**config.mk**
```make
export PLATFORM = sky130hd
export DESIGN_NAME = flash_irq_unit
export DESIGN_NICKNAME = d
export VERILOG_FILES = /design/src/rtl/flash_irq_pkg.sv /design/src/rtl/flash_irq_thresh.sv /design/src/rtl/flash_irq_flags.sv /design/src/rtl/flash_irq_mask.sv /design/src/rtl/flash_irq_unit.sv
export SDC_FILE = /design/constraint.sdc
export NUM_CORES = 1
export LEC_CHECK = 0
export BUFFER_PORTS_ARGS = -buffer_cell sky130_fd_sc_hd__buf_2
export CORE_ASPECT_RATIO = 1.75
export CORE_MARGIN = 8
export CORE_UTILIZATION = 47
export CTS_BUF_LIST = sky130_fd_sc_hd__clkbuf_8
export CTS_CLUSTER_DIAMETER = 80
export DETAILED_ROUTE_END_ITERATION = 6
export GPL_TIMING_DRIVEN = 0
export HOLD_SLACK_MARGIN = 0.02
export PLACE_DENSITY = 0.78
export SYNTH_ARGS = -nofsm -noshare
export SYNTH_HDL_FRONTEND = slang
export SYNTH_SLANG_ARGS = --single-unit
```
**constraint.sdc**
```tcl
create_clock -name clk -period 1.5 [get_ports clk]
set_input_delay 0.3 -clock clk [delete_from_list [all_inputs] [get_ports clk]]
set_output_delay 0.3 -clock clk [all_outputs]
set_load 0.01 [all_outputs]
```
**src/rtl/flash_irq_pkg.sv**
```systemverilog
package flash_irq_pkg;
  localparam int unsigned WORD_W = 32;

  localparam int unsigned B_POLL     = 1;
  localparam int unsigned B_TX_NFULL = 2;
  localparam int unsigned B_TX_FULL  = 3;
  localparam int unsigned B_RX_NEMP  = 4;
  localparam int unsigned B_RX_FULL  = 5;
  localparam int unsigned B_CQ_EMPTY = 7;
  localparam int unsigned B_TX_EMPTY = 8;
  localparam int unsigned B_CQ_NFULL = 9;
  localparam int unsigned B_CQ_FULL  = 10;
  localparam int unsigned B_RX_EMPTY = 11;

  localparam logic [WORD_W-1:0] SRC_BITS = 32'h0000_0FBE;

  localparam logic [2:0] A_STATUS  = 3'd0;
  localparam logic [2:0] A_UNMASK  = 3'd1;
  localparam logic [2:0] A_MASKSET = 3'd2;
  localparam logic [2:0] A_MASK    = 3'd3;
  localparam logic [2:0] A_TX_THR  = 3'd4;
  localparam logic [2:0] A_RX_THR  = 3'd5;
  localparam logic [2:0] A_CQ_THR  = 3'd6;
endpackage

```
**src/rtl/flash_irq_thresh.sv**
```systemverilog
module flash_irq_thresh #(
  parameter int unsigned W       = 7,
  parameter int unsigned RST_VAL = 1
) (
  input  logic         clk,
  input  logic         rst_n,
  input  logic         we,
  input  logic [W-1:0] wdata,
  output logic [W-1:0] value
);
  always_ff @(posedge clk) begin
    if (!rst_n)  value <= W'(RST_VAL);
    else if (we) value <= wdata;
  end
endmodule

```
**src/rtl/flash_irq_flags.sv**
```systemverilog
module flash_irq_flags
  import flash_irq_pkg::*;
#(
  parameter int unsigned TX_DEPTH = 64,
  parameter int unsigned RX_DEPTH = 64,
  parameter int unsigned CQ_DEPTH = 32,
  localparam int unsigned TXW = $clog2(TX_DEPTH + 1),
  localparam int unsigned RXW = $clog2(RX_DEPTH + 1),
  localparam int unsigned CQW = $clog2(CQ_DEPTH + 1)
) (
  input  logic              clk,
  input  logic              rst_n,
  input  logic [TXW-1:0]    tx_level,
  input  logic [RXW-1:0]    rx_level,
  input  logic [CQW-1:0]    cq_level,
  input  logic [TXW-1:0]    tx_thr,
  input  logic [RXW-1:0]    rx_thr,
  input  logic [CQW-1:0]    cq_thr,
  input  logic              poll_set,
  input  logic              poll_clr,
  output logic [WORD_W-1:0] status
);
  localparam logic [TXW-1:0] TX_TOP = TXW'(TX_DEPTH);
  localparam logic [RXW-1:0] RX_TOP = RXW'(RX_DEPTH);
  localparam logic [CQW-1:0] CQ_TOP = CQW'(CQ_DEPTH);

  logic sticky_q;

  // Set has priority over a clear in the same cycle.
  always_ff @(posedge clk) begin
    if (!rst_n)        sticky_q <= 1'b0;
    else if (poll_set) sticky_q <= 1'b1;
    else if (poll_clr) sticky_q <= 1'b0;
  end

  always_comb begin
    status             = '0;
    status[B_POLL]     = sticky_q;
    status[B_TX_NFULL] = (tx_level < tx_thr);
    status[B_TX_FULL]  = (tx_level == TX_TOP);
    status[B_RX_NEMP]  = (rx_level >= rx_thr);
    status[B_RX_FULL]  = (rx_level == RX_TOP);
    status[B_CQ_EMPTY] = (cq_level == '0);
    status[B_TX_EMPTY] = (tx_level == '0);
    status[B_CQ_NFULL] = (cq_level < cq_thr);
    status[B_CQ_FULL]  = (cq_level == CQ_TOP);
    status[B_RX_EMPTY] = (rx_level == '0);
  end
endmodule

```
**src/rtl/flash_irq_mask.sv**
```systemverilog
module flash_irq_mask
  import flash_irq_pkg::*;
(
  input  logic              clk,
  input  logic              rst_n,
  input  logic              unmask_we,
  input  logic              maskset_we,
  input  logic [WORD_W-1:0] wdata,
  output logic [WORD_W-1:0] mask
);
  logic [WORD_W-1:0] sel;
  assign sel = wdata & SRC_BITS;

  always_ff @(posedge clk) begin
    if (!rst_n)          mask <= SRC_BITS;
    else if (unmask_we)  mask <= mask & ~sel;
    else if (maskset_we) mask <= mask | sel;
  end
endmodule

```
**src/rtl/flash_irq_unit.sv**
```systemverilog
module flash_irq_unit
  import flash_irq_pkg::*;
#(
  parameter int unsigned TX_DEPTH   = 64,
  parameter int unsigned RX_DEPTH   = 64,
  parameter int unsigned CQ_DEPTH   = 32,
  parameter int unsigned TX_THR_RST = 1,
  parameter int unsigned RX_THR_RST = 1,
  parameter int unsigned CQ_THR_RST = 16,
  localparam int unsigned TXW = $clog2(TX_DEPTH + 1),
  localparam int unsigned RXW = $clog2(RX_DEPTH + 1),
  localparam int unsigned CQW = $clog2(CQ_DEPTH + 1)
) (
  input  logic              clk,
  input  logic              rst_n,
  input  logic              reg_wr,
  input  logic              reg_rd,
  input  logic [2:0]        reg_addr,
  input  logic [WORD_W-1:0] reg_wdata,
  output logic [WORD_W-1:0] reg_rdata,
  input  logic [TXW-1:0]    tx_level,
  input  logic [RXW-1:0]    rx_level,
  input  logic [CQW-1:0]    cmd_level,
  input  logic              poll_expire,
  output logic              irq
);
  logic [TXW-1:0]    tx_thr;
  logic [RXW-1:0]    rx_thr;
  logic [CQW-1:0]    cq_thr;
  logic [WORD_W-1:0] status_w;
  logic [WORD_W-1:0] mask_w;
  logic [WORD_W-1:0] rd_mux;
  logic              wr_status;

  assign wr_status = reg_wr && (reg_addr == A_STATUS);

  flash_irq_thresh #(.W(TXW), .RST_VAL(TX_THR_RST)) u_tx_thr (
    .clk(clk), .rst_n(rst_n), .we(reg_wr && reg_addr == A_TX_THR),
    .wdata(reg_wdata[TXW-1:0]), .value(tx_thr));

  flash_irq_thresh #(.W(RXW), .RST_VAL(RX_THR_RST)) u_rx_thr (
    .clk(clk), .rst_n(rst_n), .we(reg_wr && reg_addr == A_RX_THR),
    .wdata(reg_wdata[RXW-1:0]), .value(rx_thr));

  flash_irq_thresh #(.W(CQW), .RST_VAL(CQ_THR_RST)) u_cq_thr (
    .clk(clk), .rst_n(rst_n), .we(reg_wr && reg_addr == A_CQ_THR),
    .wdata(reg_wdata[CQW-1:0]), .value(cq_thr));

  flash_irq_flags #(.TX_DEPTH(TX_DEPTH), .RX_DEPTH(RX_DEPTH), .CQ_DEPTH(CQ_DEPTH)) u_flags (
    .clk(clk), .rst_n(rst_n),
    .tx_level(tx_level), .rx_level(rx_level), .cq_level(cmd_level),
    .tx_thr(tx_thr), .rx_thr(rx_thr), .cq_thr(cq_thr),
    .poll_set(poll_expire), .poll_clr(wr_status && reg_wdata[B_POLL]),
    .status(status_w));

  flash_irq_mask u_mask (
    .clk(clk), .rst_n(rst_n),
    .unmask_we(reg_wr && reg_addr == A_UNMASK),
    .maskset_we(reg_wr && reg_addr == A_MASKSET),
    .wdata(reg_wdata), .mask(mask_w));

  always_comb begin
    case (reg_addr)
      A_STATUS: rd_mux = status_w;
      A_MASK:   rd_mux = mask_w;
      A_TX_THR: rd_mux = WORD_W'(tx_thr);
      A_RX_THR: rd_mux = WORD_W'(rx_thr);
      A_CQ_THR: rd_mux = WORD_W'(cq_thr);
      default:  rd_mux = '0;
    endcase
  end

  always_ff @(posedge clk) begin
    if (!rst_n) begin
      irq       <= 1'b0;
      reg_rdata <= '0;
    end else begin
      irq <= |(status_w & ~mask_w);
      if (reg_rd) reg_rdata <= rd_mux;
    end
  end
endmodule

```
==> metrics.md, run 1 <==
| Metric | Value |
|---|---|
| Synthesized cell area | 2780 um^2 |
| CTS clock-pin slew for the worst setup and hold paths | 0.09 ns |
| Setup violators final | 2 |
| Proportion of synthesized flip-flops having asynchronous set or reset | 0% |
| Synth top area share | 31.7% |
| Data arrival time at the worst-slack endpoint | 1.80 ns |
| Total area of multi-input combinational cells | 1820 um^2 |
| CP Data Required Time | 1.69 ns |
| Type of the tightest min-delay check | in2reg |
| Unrepaired setup endpoints after global routing | true |
| Worst hold-check slack | 0.212 ns |
| Number of hold buffers added after cts | 0 |
| Max-cap violations | 0 |
| Most used flip-flop cell after synthesis | sky130_fd_sc_hd__dfxtp_1 |
| Final antenna-violating net count | 0 |
| Synth area leaders | sky130_fd_sc_hd__dfxtp_1 32%, sky130_fd_sc_hd__nand2_1 8.9%, sky130_fd_sc_hd__ha_1 8.1% |
| Post-Synthesis Cells | 346 |
| Number of cells in the design after placement | 492 |
| H-Tree Level Count | 2 |
| Placed Instance Area | 3200 um^2 |
| Violated checks | setup timing |
| Post-Layout Cell Count | 508 |
| Least setup slack across all paths after layout | -0.104 ns |
| Startpoint of the most critical hold path | reg_wdata[9] |
| Number of iterations in the first detailed-routing pass | 4 |
| Worst hold stages | 3 |
| Relative max-transition margin | 61.0% |
| Minimum clock period after layout | 1.60 ns |
| Status | complete, but fails checks |
| Sink Count | 44 |
| Flip-flop and latch count after synthesis | 44 |
| Number of vias per cell after detailed routing | 5.47 |
| Area occupied by registers | 901 um^2 |
| Final #Nets | 507 |
| R2R setup slack | -0.10 ns |
| Share of cells above drive strength 1 | 30.7% |
| Leakage dissipation | 1.55 nW |
| Leftover overflow at the end of global routing | 0 |
| Global-route wire length before repair | 14000 um |
| Diodes inserted | 0 |
| EDFF count, synth | 0 |
| Via count | 2779 |
| Post-synthesis average cell area | 8.04 um^2 |
| IO Count | 93 |
| Peak supply drop | 0.607 mV |
| Floorplan row count | 37 |
| Routed len/inst | 17.7 um |
| Post-layout instance area | 3550 um^2 |
| Via count of the first global-routing pass | 2896 |
| Depth of the worst register-to-register path | 6 |
| Distinct cell type count after synthesis | 50 |
| Final weighted congestion in routability-driven placement | 0.960 |
| Clock buffers created by TritonCTS | 5 |
| Area added between synthesis and finish | 27.7% |
| Clock tree from TritonCTS | built |
| Maximum buffer depth of the clock tree | 2 |
| Startpoint kind of the worst setup timing path | register |
| Insertion delay to the later sink of the worst-skew pair | 0.31 ns |
| Initial antenna violation count | 0 |
| Critical Setup Path Class | reg2reg |
| Critical register-to-register path startpoint | u_tx_thr.value[3] |
| Core area | 5790 um^2 |
| Sequential-to-total area share from yosys stat | 31.7% |
| Final Slew Violations | 0 |
| Drt first-iter violations | 176 |
| Pin count of the biggest net entering global routing | 16 |
| Power density over the cells | 765 nW/um^2 |
| Clock Tree Root | sky130_fd_sc_hd__clkbuf_8 |
| Height of the chip | 118 um |
| GRT Total Usage | 20.5% |
| Drt total wl | 9000 um |
| Tcrit/Tclk final | 107% |
| Peak Freq | 623 MHz |
| Final hold violation count | 0 |
| Endpoint of the most critical register-to-register path | irq |
| Die width | 74.2 um |
| Fillers | 521 |
| Tightest Pin Transition | 0.585 ns |
| Initial standard-cell utilization of the core | 48.1% |
| DIE AREA | 8740 um^2 |
| Highest fanout seen on the critical path | 3 |
| Fin Clk Skew | 0.00864 ns |
| Number of warnings reported in the yosys synthesis log | 0 |
| Most area-hungry cell type in the Yosys netlist | sky130_fd_sc_hd__dfxtp_1 |
| Critical Path End Type | register |
| Post-detailed-placement half-perimeter wirelength | 6960 um |
| DRC violation count after routing | 0 |
| Port buffer count | 49 |
## layout by cell type, fill, tap and decap left out, drive strengths merged, types with 2 or more instances in the layout
master / count
buf: 84
nand2: 66
dfxtp: 44
inv: 21
conb: 20
nand3: 19
ha: 18
nor2b: 16
clkbuf: 15
a21boi: 13
mux2i: 11
a21oi: 11
nor2: 8
o21ai: 8
o2bb2ai: 6
a21o: 5
a32oi: 5
a31oi: 5
nand2b: 4
nand4: 4
and2: 4
a22oi: 4
and3: 4
o21a: 3
or4: 3
nor3: 3
o211ai: 3
nor3b: 3
or2: 2
a311oi: 2
a32o: 2
a22o: 2
## cells in the mapped netlist, types with 7 or more instances
master                     number
sky130_fd_sc_hd__ha_1          18
sky130_fd_sc_hd__nand2_1       66
sky130_fd_sc_hd__nand3_1       19
sky130_fd_sc_hd__a21boi_0       7
sky130_fd_sc_hd__dfxtp_1       44
sky130_fd_sc_hd__mux2i_1       11
sky130_fd_sc_hd__a21oi_1       10
sky130_fd_sc_hd__nor2_1         8
sky130_fd_sc_hd__inv_1         20
sky130_fd_sc_hd__buf_4         20
sky130_fd_sc_hd__buf_2          7
sky130_fd_sc_hd__clkbuf_1      10
sky130_fd_sc_hd__nor2b_1       16
## stage by stage
stage | power, mW | utilization, % | setup TNS, ns | setup slack (ns)
6_report | 2.72 | 61.4 | -0.164 | -0.104
5_1_grt | 2.83 | 61.4 | -0.350 | -0.173
3_3_place_gp | 1.71 | 55.3 | -7.44 | -0.420
3_5_place_dp | 1.72 | 55.3 | -8.23 | -0.474
4_1_cts | 2.68 | 59.5 | -0.0930 | -0.0930
2_1_floorplan | 1.55 | - | 0 | 0.00267
## worst max path at each step
| stage | depth (start not counted) | end | start |
|---|---|---|---|
| floorplan | 7 | irq | u_rx_thr.value[2] |
| global placement | 7 | register | reg_addr[1] |
| detailed placement | 7 | register | reg_addr[1] |
| CTS | 7 | irq | u_tx_thr.value[6] |
| global route | 6 | irq | u_tx_thr.value[6] |
| finish | 6 | irq | u_tx_thr.value[3] |
## worst max-delay path, cell delays in order, from the launching register on
cell	delay, ns
sky130_fd_sc_hd__dfxtp_2	0.37
sky130_fd_sc_hd__inv_1	0.07
sky130_fd_sc_hd__ha_1	0.28
sky130_fd_sc_hd__nand4_1	0.15
sky130_fd_sc_hd__o21ai_4	0.23
sky130_fd_sc_hd__nor2_1	0.07
sky130_fd_sc_hd__o31a_1	0.32
## metal layers
metal  share of wire [%]  GRT usage [%]
met1                  35           20.2
met2                  53           36.8
met3                 6.5           4.27
met4                 4.9           12.3
met5                   0              0
## area by class of cell
type                            count  share of cell area [%]
Inverter                           20                    2.18
Clock buffer                        5                    1.94
Multi-Input combinational cell    264                    51.3
Buffer                             37                    6.27
Timing Repair Buffer               57                    8.94
Clock inverter                      3                    1.30
Tap cell                           78                    2.75
Sequential cell                    44                    25.3
## what timing repair did
action,CTS,global route
endpoints found under the setup margin,15,13
resized for setup,23,15
cloned,0,0
pin swaps,7,10
setup buffers,5,3
endpoints found under the hold margin,0,0
## where the power goes
group,internal [mW],leakage (nW),switching [mW],total [mW]
sequential,1.20,0.362,0.0230,1.22
clock,0.502,0.0548,0.449,0.950
combinational,0.240,1.13,0.308,0.547
## kinds of logic after synthesis
kind of cell	synth area share, %
AOI/OAI and AO/OA	20.1
xor gates and xnor gates	0.315
adders and majority gates	8.09
buffers and inverters	10.7
DFF	31.7
muxes	3.96
other	0.135
and+or+nand+nor	25.0
Note: power is estimated with default switching activity, not from simulation.
==> run 2, diff against run 1 <==
--- a/config.mk
+++ b/config.mk
@@ -8,13 +8,12 @@
 export BUFFER_PORTS_ARGS = -buffer_cell sky130_fd_sc_hd__buf_2
 export CORE_ASPECT_RATIO = 1.75
 export CORE_MARGIN = 8
-export CORE_UTILIZATION = 47
+export CORE_UTILIZATION = 30
 export CTS_BUF_LIST = sky130_fd_sc_hd__clkbuf_8
 export CTS_CLUSTER_DIAMETER = 80
 export DETAILED_ROUTE_END_ITERATION = 6
 export GPL_TIMING_DRIVEN = 0
 export HOLD_SLACK_MARGIN = 0.02
-export PLACE_DENSITY = 0.78
 export SYNTH_ARGS = -nofsm -noshare
 export SYNTH_HDL_FRONTEND = slang
 export SYNTH_SLANG_ARGS = --single-unit
==> run 2 against run 1 <==
The run still ends with setup timing left. Combinational power increased by 4.6%. First-iteration DRC count decreased by 20%. Hold slack improved by 0.0045 ns. Total power decreased by 3.8%. Via count decreased by 2.3%. Utilization decreased by 21 points. Sequential share of layout area decreased by 0.67 points. Critical path type unchanged. Largest power group unchanged. Clock power decreased by 13%. Maximum frequency increased by 3.9%. Cell area increased by 3.3%.
==> metrics.md, run 2 (same netlist as run 1, synthesis figures left out) <==
| Metric | Value |
|---|---|
| Post-detailed-placement half-perimeter wirelength | 7470 um |
| Least setup slack across all paths after layout | -0.0440 ns |
| Final TNS setup | -0.0440 ns |
| Final weighted congestion in routability-driven placement | 0.913 |
| GRT met2 Usage | 27.1% |
| Peak Freq | 648 MHz |
| Number of vias per cell after detailed routing | 4.94 |
| Startpoint kind of the worst setup timing path | register |
| Initial standard-cell utilization of the core | 30.8% |
| Die width | 88.8 um |
| Floorplan row count | 46 |
| Number of cells in the design after placement | 534 |
| Met3 routing resource usage after global routing | 2.40% |
| Diodes inserted | 0 |
| Minimum clock period after layout | 1.54 ns |
| Peak supply drop | 0.415 mV |
| Critical Setup Path Class | reg2reg |
| Insertion delay to the later sink of the worst-skew pair | 0.31 ns |
| Tcrit/Tclk final | 103% |
| Final Slew Violations | 0 |
| Fin Clk Skew | 0.00276 ns |
| Routed len/inst | 17.2 um |
| Violated checks | setup timing |
| DRC violation count after routing | 0 |
| Post-Layout Cell Count | 550 |
| Via count of the first global-routing pass | 2723 |
| Combinational group share of total power | 21.9% |
| Number of hold buffers added after cts | 0 |
| Setup slack after placement | -0.462 ns |
| Maximum buffer depth of the clock tree | 2 |
| Worst hold-check slack | 0.217 ns |
| Fillers | 924 |
| Data arrival time at the worst-slack endpoint | 1.74 ns |
| CP Data Required Time | 1.70 ns |
| Core area | 9040 um^2 |
| Ordered list of cells on the worst path | inv_1 > ha_4 > a21o_1 > a31oi_2 > o21ai_4 > nor2_2 > o31a_1 |
| Highest fanout seen on the critical path | 2 |
| Pin count of the biggest net entering global routing | 13 |
| Met1 layer usage reported by global route | 15.0% |
| Switching pwr | 0.757 mW |
| Cell with the biggest individual delay on the critical path | sky130_fd_sc_hd__dfxtp_2 |
| DIE AREA | 12700 um^2 |
| Drt first-iter violations | 140 |
| CTS clock-pin slew for the worst setup and hold paths | 0.08 ns |
| Status | complete, but fails checks |
| Gr busiest metal | met2 |
| Clock tree from TritonCTS | built |
| Clock Tree Root | sky130_fd_sc_hd__clkbuf_8 |
| Commonest non-fill, non-tap cell in the layout | sky130_fd_sc_hd__nand2_1 |
| Portion of total power attributed to the clock network | 31.5% |
| Switching portion of total power | 29.0% |
| Final hold violation count | 0 |
| Leakage dissipation | 1.56 nW |
| Setup violators final | 1 |
| Largest incremental delay on the critical path | 0.33 ns |
| Port buffer count | 49 |
| Leftover overflow at the end of global routing | 0 |
| Global-route wire length before repair | 14200 um |
| Area added between synthesis and finish | 31.9% |
| Clock buffers created by TritonCTS | 5 |
| Type of the tightest min-delay check | in2reg |
| Via count | 2715 |
| Critical Path End Type | register |
| Max-cap violations | 0 |
| Sink Count | 44 |
| Cell internal pwr | 1.86 mW |
| Drt total wl | 9480 um |
| H-Tree Level Count | 2 |
| Number of iterations in the first detailed-routing pass | 4 |
| Most frequent cells in the layout | 66 x sky130_fd_sc_hd__nand2_1, 55 x sky130_fd_sc_hd__buf_2, 28 x sky130_fd_sc_hd__dfxtp_1, 28 x sky130_fd_sc_hd__buf_4, 20 x sky130_fd_sc_hd__conb_1 |
| Share of cells above drive strength 1 | 34.4% |
| Final antenna-violating net count | 0 |
| Initial antenna violation count | 0 |
| Power density over the cells | 713 nW/um^2 |
| Unrepaired setup endpoints after global routing | true |
| GRT Total Usage | 15.0% |
| Height of the chip | 143 um |
| Final #Nets | 508 |
| Relative max-transition margin | 60.3% |
| Sequential power share | 46.6% |
| Tightest Pin Transition | 0.593 ns |
| IO Count | 93 |
run 2: changes by cell type in the layout (fill, tap and decap cells not counted), moves of 2 or more:
cell,previous run,this run
sky130_fd_sc_hd__clkbuf_8,5,7
sky130_fd_sc_hd__dfxtp_1,30,28
sky130_fd_sc_hd__inv_1,17,15
sky130_fd_sc_hd__inv_2,2,4
sky130_fd_sc_hd__nor2_1,8,6
sky130_fd_sc_hd__nor2_2,0,2
sky130_fd_sc_hd__o21ai_1,4,2
sky130_fd_sc_hd__o21ai_2,0,2
run 2: stage by stage:
step | util, % | power, mW | area [um^2]
after floorplan | - | 1.55 | 2860
after global placement | 36.0 | 1.72 | 3250
after detailed placement | 36.0 | 1.73 | 3250
after CTS | 39.0 | 2.57 | 3530
after global routing | 40.6 | 2.73 | 3670
final | 40.6 | 2.62 | 3670
run 2: layer usage:
layer  wire length [um]  share of wire [%]
met1               3420                 36
met2               5080                 54
met3                521                5.5
met4                462                4.9
met5                  0                  0
run 2: cell type report:
| cell class | count | area (um^2) | area share [%] |
|---|---|---|---|
| timing repair buffer | 58 | 325 | 8.86 |
| buffer | 37 | 225 | 6.13 |
| multi-input combinational | 264 | 1890 | 51.5 |
| tap | 120 | 150 | 4.09 |
| clock buffer | 7 | 96.3 | 2.62 |
| inverter | 20 | 77.6 | 2.11 |
| sequential | 44 | 906 | 24.7 |
run 2: repair_timing:
action | in CTS | in global routing
setup buffers | 6 | 3
endpoints found under the setup margin | 15 | 14
gates resized for setup | 32 | 25
pin swaps | 11 | 15
run 2: power groups by stage:
stage | clock [mW] | sequential (mW) | combinational [mW]
2_1_floorplan | 0 | 1.25 | 0.303
3_5_place_dp | 0 | 1.25 | 0.478
5_1_grt | 0.877 | 1.22 | 0.625
3_3_place_gp | 0 | 1.25 | 0.469
6_report | 0.824 | 1.22 | 0.572
4_1_cts | 0.830 | 1.22 | 0.520
run 2: final timing paths:
kind	startpoint	end	slack, ns	depth (start not counted)
setup reg to reg	u_tx_thr.value[2]	irq	-0.04	7
setup / recovery	u_tx_thr.value[2]	irq	-0.04	7
hold reg to reg	reg_rdata[6]	reg_rdata[6]	0.48	2
hold / removal	reg_wdata[10]	register	0.22	3
run 2: critical path, delay by kind of cell, from the launching register on:
kind / cells / cell delay (ns)
simple gates: 1 / 0.08
flops: 1 / 0.33
compound gates: 4 / 0.71
buf+inv: 1 / 0.06
fa+ha+maj: 1 / 0.27
==> run 3, diff against run 2 <==
==> constraint.sdc (replaced) <==
create_clock -name clk -period 1.5 [get_ports clk]
set_input_delay 0.075 -clock clk [delete_from_list [all_inputs] [get_ports clk]]
set_output_delay 0.075 -clock clk [all_outputs]
set_load 0.01 [all_outputs]
==> run 3 against run 2 <==
The run still ends with setup timing left. Wire length down 1.3%. Non-clock buffer count up 4. Sequential share of layout area about the same. Die area unchanged. First-iteration DRC count up 10%. Via count down 0.63%. Count of clock-buffer cells in the layout unchanged. Cell area down 0.51%. Sequential power about the same. Global-route usage about the same. Maximum frequency about the same. Largest power group unchanged.
==> metrics.md, run 3 (same netlist as run 1, synthesis figures left out) <==
| Metric | Value |
|---|---|
| Minimum clock period after layout | 1.54 ns |
| Sink Count | 44 |
| Final hold violation count | 0 |
| Highest fanout seen on the critical path | 2 |
| Startpoint kind of the worst setup timing path | register |
| CTS clock-pin slew for the worst setup and hold paths | 0.08 ns |
| Leakage dissipation | 1.56 nW |
| Port buffer count | 49 |
| Commonest non-fill, non-tap cell in the layout | sky130_fd_sc_hd__nand2_1 |
| Tcrit/Tclk final | 103% |
| Maximum buffer depth of the clock tree | 2 |
| Height of the chip | 143 um |
| Peak Freq | 648 MHz |
| Cell with the biggest individual delay on the critical path | sky130_fd_sc_hd__dfxtp_2 |
| Post-Layout Cell Count | 554 |
| Final Slew Violations | 0 |
| Diodes inserted | 0 |
| Sequential power share | 46.9% |
| Clock tree from TritonCTS | built |
| Type of the tightest min-delay check | in2reg |
| Final antenna-violating net count | 0 |
| Worst hold stages | 3 |
| Largest incremental delay on the critical path | 0.34 ns |
| Violated checks | setup timing |
| Fillers | 924 |
| Initial antenna violation count | 0 |
| Number of vias per cell after detailed routing | 4.87 |
| Final #Nets | 512 |
| Data arrival time at the worst-slack endpoint | 1.74 ns |
| Worst hold-check slack | 0.0337 ns |
| Setup violators final | 1 |
| IO Count | 93 |
| Critical Setup Path Class | reg2reg |
| Fin Clk Skew | 0.00321 ns |
| Number of iterations in the first detailed-routing pass | 4 |
| Initial standard-cell utilization of the core | 30.8% |
| DIE AREA | 12700 um^2 |
| Leftover overflow at the end of global routing | 0 |
| Relative max-transition margin | 61.5% |
| Area added between synthesis and finish | 31.2% |
| Clock buffers created by TritonCTS | 5 |
| Power Total | 2.60 mW |
| Max-cap violations | 0 |
| Drt first-iter violations | 154 |
| Power density over the cells | 712 nW/um^2 |
| Most frequent cells in the layout | 66 x sky130_fd_sc_hd__nand2_1, 56 x sky130_fd_sc_hd__buf_2, 30 x sky130_fd_sc_hd__dfxtp_1, 28 x sky130_fd_sc_hd__buf_4, 20 x sky130_fd_sc_hd__conb_1 |
| Via count of the first global-routing pass | 2738 |
| Placed Instance Area | 3250 um^2 |
| Insertion delay to the later sink of the worst-skew pair | 0.31 ns |
| Post-layout instance area | 3650 um^2 |
| Status | complete, but fails checks |
| Combinational group share of total power | 21.6% |
| Critical Path End Type | register |
| Switching pwr | 0.744 mW |
| Clock Tree Root | sky130_fd_sc_hd__clkbuf_8 |
| GRT Total Usage | 15.0% |
| Post-detailed-placement half-perimeter wirelength | 7470 um |
| Share of cells above drive strength 1 | 31.1% |
| Post-layout utilization of the core | 40.4% |
| Via count | 2698 |
| Global-route wire length before repair | 14200 um |
| Tightest Pin Transition | 0.576 ns |
| Routed len/inst | 16.9 um |
| Unrepaired setup endpoints after global routing | true |
| Peak supply drop | 0.422 mV |
| Switching portion of total power | 28.6% |
| H-Tree Level Count | 2 |
| Depth of the worst register-to-register path | 7 |
| Pin count of the biggest net entering global routing | 13 |
| Final weighted congestion in routability-driven placement | 0.913 |
| Die width | 88.8 um |
| DRC violation count after routing | 0 |
| Cell internal pwr | 1.86 mW |
| Portion of total power attributed to the clock network | 31.5% |
| Floorplan row count | 46 |
| Least setup slack across all paths after layout | -0.0441 ns |
| Ordered list of cells on the worst path | inv_2 > ha_4 > a21o_1 > a31oi_4 > o21ai_4 > nor2_2 > o31a_1 |
| Number of cells in the design after placement | 534 |
| Drt total wl | 9360 um |
| CP Data Required Time | 1.70 ns |
| Core area | 9040 um^2 |
==> run 3: routing by layer <==
metal | up-vias | track usage (%) | routed length [um]
met2 | 83 | 27.3 | 4990
met5 | - | 0 | 0
li1 | 1347 | - | -
met4 | 0 | 9.06 | 432
met1 | 1249 | 15.2 | 3420
met3 | 19 | 2.40 | 516
==> run 3: timing repair <==
item | CTS | global route
setup buffers | 7 | 1
hold endpoints to repair | 5 | 0
endpoints found under the setup margin | 4 | 7
pin swaps | 13 | 14
resized for setup | 34 | 10
hold buffers | 5 | 0
==> run 3: critical path: cells and delay by family (launching register included) <==
family	cells	cell delay [ns]
and+or+nand+nor	1	0.06
buffers and inverters	1	0.04
DFF	1	0.34
AOI/OAI and AO/OA	4	0.73
adders and majority gates	1	0.27
==> run 3: final timing paths <==
kind / startpoint / endpoint / slack (ns)
max: u_tx_thr.value[2] / irq / -0.04
min reg2reg: u_tx_thr.value[6] / u_tx_thr.value[6] / 0.48
max reg2reg: u_tx_thr.value[2] / irq / -0.04
min: poll_expire / u_flags.sticky_q / 0.03
==> run 3: power groups by stage <==
stage / Combinational (mW) / Sequential, mW / Clock, mW
detailed placement: 0.478 / 1.25 / 0
global placement: 0.469 / 1.25 / 0
global route: 0.615 / 1.22 / 0.880
CTS: 0.542 / 1.22 / 0.830
finish: 0.562 / 1.22 / 0.818
floorplan: 0.303 / 1.25 / 0
==> run 3: cell type report <==
class / instances / area [um^2] / share of cell area (%)
well taps: 120 / 150 / 4.11
inverters: 20 / 77.6 / 2.12
multi-input cells: 264 / 1850 / 50.6
clock buffers: 7 / 96.3 / 2.64
flip-flops and latches: 44 / 901 / 24.7
plain buffers: 37 / 223 / 6.10
repair buffers: 62 / 355 / 9.73
==> run 3: per-stage QoR <==
| step | setup slack, ns | setup TNS, ns |
|---|---|---|
| floorplan | 0.00267 | 0 |
| global placement | -0.288 | -2.76 |
| detailed placement | -0.279 | -2.96 |
| CTS | -0.0455 | -0.0891 |
| global route | -0.105 | -0.184 |
| finish | -0.0441 | -0.0441 |
